### src/rtl/pair_ser_pkg.sv
package pair_ser_pkg;

  // strobes from control to datapath
  typedef struct packed {
    logic push;        // write incoming pair into FIFO
    logic pop;         // read FIFO head
    logic loadFifo;    // holding register takes FIFO head
    logic loadBypass;  // holding register takes incoming pair
    logic sel;         // 0: slot A word on output, 1: slot B word
  } ctrlStrobes_t;

  typedef struct packed {
    logic fifoFull;
    logic fifoEmpty;
  } dpStatus_t;

  typedef enum logic {SLOT_A = 1'b0, SLOT_B = 1'b1} slot_e;

endpackage

### src/rtl/pair_fifo.sv
module pair_fifo #(
  parameter int WIDTH = 16,
  parameter int DEPTH = 4
) (
  input  logic             clk,
  input  logic             rst,
  input  logic             push,
  input  logic             pop,
  input  logic [WIDTH-1:0] wrData,
  output logic [WIDTH-1:0] rdData,
  output logic             full,
  output logic             empty
);
  localparam int ADDR_W = $clog2(DEPTH);

  logic [WIDTH-1:0] mem [DEPTH];
  logic [ADDR_W:0]  wrPtr;
  logic [ADDR_W:0]  rdPtr;

  always_ff @(posedge clk) begin
    if (rst) begin
      wrPtr <= '0;
      rdPtr <= '0;
    end else begin
      if (push) wrPtr <= wrPtr + 1'b1;
      if (pop)  rdPtr <= rdPtr + 1'b1;
    end
  end

  always_ff @(posedge clk) begin
    if (push) mem[wrPtr[ADDR_W-1:0]] <= wrData;
  end

  assign rdData = mem[rdPtr[ADDR_W-1:0]];
  assign empty  = (wrPtr == rdPtr);
  assign full   = (wrPtr[ADDR_W] != rdPtr[ADDR_W]) &&
                  (wrPtr[ADDR_W-1:0] == rdPtr[ADDR_W-1:0]);
endmodule

### src/rtl/pair_datapath.sv
module pair_datapath
  import pair_ser_pkg::*;
#(
  parameter int WORD_W = 8,
  parameter int DEPTH  = 4
) (
  input  logic               clk,
  input  logic               rst,
  input  ctrlStrobes_t       strobes,
  input  logic [WORD_W-1:0]  inWord0,
  input  logic [WORD_W-1:0]  inWord1,
  output logic [WORD_W-1:0]  outData,
  output dpStatus_t          status
);
  localparam int PAIR_W = 2 * WORD_W;

  logic [PAIR_W-1:0] inPair;
  logic [PAIR_W-1:0] fifoHead;
  logic [PAIR_W-1:0] holdPair;
  logic [WORD_W-1:0] lane [2];

  assign inPair = {inWord1, inWord0};

  pair_fifo #(.WIDTH(PAIR_W), .DEPTH(DEPTH)) u_fifo (
    .clk    (clk),
    .rst    (rst),
    .push   (strobes.push),
    .pop    (strobes.pop),
    .wrData (inPair),
    .rdData (fifoHead),
    .full   (status.fifoFull),
    .empty  (status.fifoEmpty)
  );

  always_ff @(posedge clk) begin
    if (rst)                     holdPair <= '0;
    else if (strobes.loadFifo)   holdPair <= fifoHead;
    else if (strobes.loadBypass) holdPair <= inPair;
  end

  for (genvar g = 0; g < 2; g++) begin : g_lane
    assign lane[g] = holdPair[g*WORD_W +: WORD_W];
  end

  assign outData = lane[strobes.sel];
endmodule

### src/rtl/pair_control.sv
module pair_control
  import pair_ser_pkg::*;
(
  input  logic          clk,
  input  logic          rst,
  input  logic          inValid,
  input  logic          outReady,
  input  dpStatus_t     status,
  output logic          inReady,
  output logic          outValid,
  output ctrlStrobes_t  strobes
);
  slot_e slot;
  logic  holdValid;
  logic  accept;
  logic  beatDone;
  logic  holdFree;

  assign inReady  = !status.fifoFull;
  assign outValid = holdValid;
  assign accept   = inValid && inReady;
  assign beatDone = holdValid && outReady;
  assign holdFree = !holdValid || (beatDone && slot == SLOT_B);

  always_comb begin
    strobes            = '0;
    strobes.loadFifo   = holdFree && !status.fifoEmpty;
    strobes.loadBypass = holdFree && status.fifoEmpty && accept;
    strobes.pop        = strobes.loadFifo;
    strobes.push       = accept && !strobes.loadBypass;
    strobes.sel        = (slot == SLOT_B);
  end

  always_ff @(posedge clk) begin
    if (rst) begin
      slot      <= SLOT_A;
      holdValid <= 1'b0;
    end else begin
      if (holdFree) holdValid <= strobes.loadFifo || strobes.loadBypass;
      if (beatDone) slot <= (slot == SLOT_A) ? SLOT_B : SLOT_A;
    end
  end
endmodule

### src/rtl/pair_serializer.sv
module pair_serializer
  import pair_ser_pkg::*;
#(
  parameter int WORD_W = 8,
  parameter int DEPTH  = 4
) (
  input  logic              clk,
  input  logic              rst,
  input  logic              inValid,
  input  logic [WORD_W-1:0] inWord0,
  input  logic [WORD_W-1:0] inWord1,
  output logic              inReady,
  output logic              outValid,
  output logic [WORD_W-1:0] outData,
  input  logic              outReady
);
  ctrlStrobes_t strobes;
  dpStatus_t    status;

  pair_control u_ctrl (
    .clk      (clk),
    .rst      (rst),
    .inValid  (inValid),
    .outReady (outReady),
    .status   (status),
    .inReady  (inReady),
    .outValid (outValid),
    .strobes  (strobes)
  );

  pair_datapath #(.WORD_W(WORD_W), .DEPTH(DEPTH)) u_dp (
    .clk     (clk),
    .rst     (rst),
    .strobes (strobes),
    .inWord0 (inWord0),
    .inWord1 (inWord1),
    .outData (outData),
    .status  (status)
  );
endmodule

### config.mk
export PLATFORM = sky130hd
export DESIGN_NAME = pair_serializer
export DESIGN_NICKNAME = d
export VERILOG_FILES = /design/src/rtl/pair_ser_pkg.sv /design/src/rtl/pair_fifo.sv /design/src/rtl/pair_datapath.sv /design/src/rtl/pair_control.sv /design/src/rtl/pair_serializer.sv
export SDC_FILE = /design/constraint.sdc
export NUM_CORES = 1
export LEC_CHECK = 0
export BUFFER_PORTS_ARGS = -buffer_cell sky130_fd_sc_hd__buf_2
export CORE_MARGIN = 5
export CORE_UTILIZATION = 55
export CTS_CLUSTER_SIZE = 14
export DETAILED_ROUTE_END_ITERATION = 6
export PLACE_DENSITY = 0.71
export SYNTH_ARGS = -nofsm -noshare
export SYNTH_HDL_FRONTEND = slang
export SYNTH_HIERARCHICAL = 1
export SYNTH_SLANG_ARGS = --single-unit
### constraint.sdc
create_clock -name clk -period 5.1 [get_ports clk]
set_input_delay 0 -clock clk [delete_from_list [all_inputs] [get_ports clk]]
set_output_delay 0 -clock clk [all_outputs]
set_load 0.01 [all_outputs]
==> metrics <==
status finished, final reports clean; WP data required ~5.1 ns; clk root buf clkbuf_8; first-pass GRT wire length 11230 µm; Hold Path Origin inValid; CTS Buffer Depth 2; drt pass-1 iters 4; Reg2Reg Depth 5; Setup Fix Bufs, Post-CTS 0; CTS resizes 0; Worst Path Max Fanout 16; Yosys top cell by area edfxtp_1; Critical Path AT 2.57 ns; chip height 92.90 µm; Starting Density 55.94%; antenna violations before repair 0; grt total ovfl 0; Yosys reg bits 90; Yosys top cell area share 50.84%; crit share post-route 51.02%; H-tree depth 3; CTS sink cnt 90; CTS Buf Count 9; clk_lat worst skew approximately 0.35 ns; Syn Nets between 200 and 250; # rows 30; worst hold path class in -> reg; worst vdd ir 0.0003375 V; Routed Antenna Nets 0; Via density around 5.8; largest net degree at the start of global routing 26; total cell area at the placement stage 0.003929 mm²; final setup violation count 0; R2R Path Start u_dp/u_fifo/wrPtr[0]; DRC Markers 0; final setup margin about 2.5 ns; fin area 0.004317 mm²; NumNets Final 289; DRT iter0 DRCs 72; total of max-cap violations 0; CP max-delay cell and2_1; Max Slew Vio Count 0; Setup CP Type reg -> reg; clock transition at the registers of the reported paths about 0.090 ns; logic gate share of total power 30.5%; internal power 1540 µW; Synth-to-Final Area Change 14.20%; Tmin final 2.602 ns; Tightest Pin Transition 1.070 ns; Final TNS setup 0 ns; Cell Chain, Critical Path xor2_1 > nor3_1 > nand2b_1 > a21oi_1 > and2_1; cell count after synthesis 219; layout cells sized above 1 29.37%; io pins 30; port bufs 29; Sw Ratio 30.83%; GRT Util Overall 17.65%; Worst Path Buf+Inv 0; CTS tree done; Syn Area/Cell 17.26 µm²; register area share after synthesis between 60 and 70%; Final Skew 0.01184 ns; Area contributors post-synth edfxtp_1 (51%), dfxtp_1 (14%), mux4_2 (6.0%), mux2i_1 (4.8%), mux4_1 (4.2%); final hold vios 0; worst rel slew slack about 29%; terminus of the critical flop-to-flop path u_dp/u_fifo/mem[2][13]; slowest stage delay, CP 0.80 ns; delay-heaviest family, CP simple AND/OR/NAND/NOR gates; unrepaired setup endpoints after global routing false; most common library cell in the layout ignoring fill and taps edfxtp_1; YS warnings 6; vias post-DR ~2000; RePlAce Congestion between 0.7 and 0.8; Die W a little over 90 µm; commonest non-fill, non-tap cells in the layout edfxtp_1 (64), buf_2 (29), dfxtp_1 (26); Placeable Area ~0.0068 mm²; Post-Synthesis Cell Area roughly 0.0038 mm²; hold path depth 3; Psw 686.3 µW; WHS Endpoint u_ctrl/outValid; dpl hpwl around 4200 µm; hold_buf cts 17; PwrDens a little over 500 mW/mm²; Setup WS pre-CTS 2.460 ns; Routed WL between 7000 and 8000 µm; Die ar. 0.008630 mm²; WL per Instance between 20 and 25 µm; fmax 384.3 MHz; vias in the first global route 2104; Netlist cell types 30; CP Launch Type flip-flop; Ant. Diodes 0; sequential power share 46.1%; Setup crit end kind flip-flop; static leakage 0.001501 µW; Clock power frac 23.4%; Reg2Reg Setup Slack 2.50 ns
-- state kept, by name, indices dropped and copies added, names as in the netlist, named ones only --
signal             cells
u_ctrl/slot            1
u_dp/u_fifo/mem       64
u_dp/holdPair         16
u_dp/u_fifo/wrPtr      3
u_ctrl/outValid        1
u_dp/u_fifo/rdPtr      3
-- power by group through the flow --
stage | Combinational, µW | Sequential [µW] | Clock (µW)
floorplan | 585 | 989 | 0
global placement | 662 | 1040 | 0
detailed placement | 675 | 1050 | 0
CTS | 686 | 1030 | 531
global route | 736 | 1040 | 561
finish | 679 | 1030 | 520
-- metal layers --
metal,track usage (%),vias to the layer above,wire length (µm)
met2,30.11,28,3574
met4,7.692,0,149
met5,0,-,0
li1,-,935,-
met3,2.924,12,166
met1,22.17,1038,3143
-- kinds of logic (layout without fill, tap and decap cells) --
logic type               after synthesis  after routing  synth area share (%)
adder cells (fa/ha/maj)                5              5                 1.655
multiplexers                          42             42                 17.28
buffers and inverters                 18             68                 3.476
AO/OA/AOI/OAI                         26             26                 6.620
flip-flops                            90             90                 64.61
XOR/XNOR                               5              5                 1.159
AND/OR/NAND/NOR                       33             33                 5.197
-- worst min-delay path, delay by kind of cell --
family	cells	cell delay (ns)
buffers and inverters	1	0.09
AOI/OAI and AO/OA	1	0.11
and+or+nand+nor	1	0.12
-- cells in the mapped netlist --
library cell	instances
a21bo_1	1
and2_1	4
nor2b_1	16
buf_4	3
mux4_2	10
clkbuf_1	2
a211oi_1	6
a21bo_2	3
mux4_1	6
a31oi_2	1
mux2i_1	18
nor2_1	6
xor2_1	2
buf_2	4
nor3_1	1
xnor2_1	3
a21boi_0	1
edfxtp_1	64
inv_1	4
ha_1	5
buf_12	2
nor3b_1	2
buf_6	2
dfxtp_1	26
a211oi_2	10
nand2b_1	1
nand3b_1	3
buf_1	1
mux2_2	8
a21oi_1	4
-- worst max-delay path by stage --
stage | depth (start not counted) | from | endpoint
floorplan | 6 | u_dp/u_fifo/wrPtr[0] | u_dp/u_fifo/mem[0][0]
global placement | 5 | u_dp/u_fifo/wrPtr[0] | u_dp/u_fifo/mem[1][2]
detailed placement | 5 | u_dp/u_fifo/wrPtr[0] | u_dp/u_fifo/mem[1][2]
CTS | 5 | u_dp/u_fifo/wrPtr[0] | u_dp/u_fifo/mem[3][10]
global route | 5 | u_dp/u_fifo/wrPtr[0] | u_dp/u_fifo/mem[3][3]
finish | 5 | u_dp/u_fifo/wrPtr[0] | u_dp/u_fifo/mem[2][13]
-- cell type report --
type / instances / area, µm²
clock buffers: 10 / 127.6
fillers: 501 / 2440
flip-flops and latches: 90 / 2442
clock inverters: 6 / 90.09
repair buffers: 48 / 330.3
well taps: 80 / 100.1
inverters: 4 / 15.01
multi-input cells: 111 / 1211
-- metrics by stage --
step                      util (%)  hold WS [ns]  power, µW  cells
after floorplan                  -       0.06564       1574    219
after global placement       58.15        0.2376       1701    316
after detailed placement     58.15        0.2450       1721    316
after CTS                    63.89       0.02773       2247    349
after global routing         63.89       0.06079       2342    349
final                        63.89       0.04072       2226    349
Power figures use the tool's default switching activity.
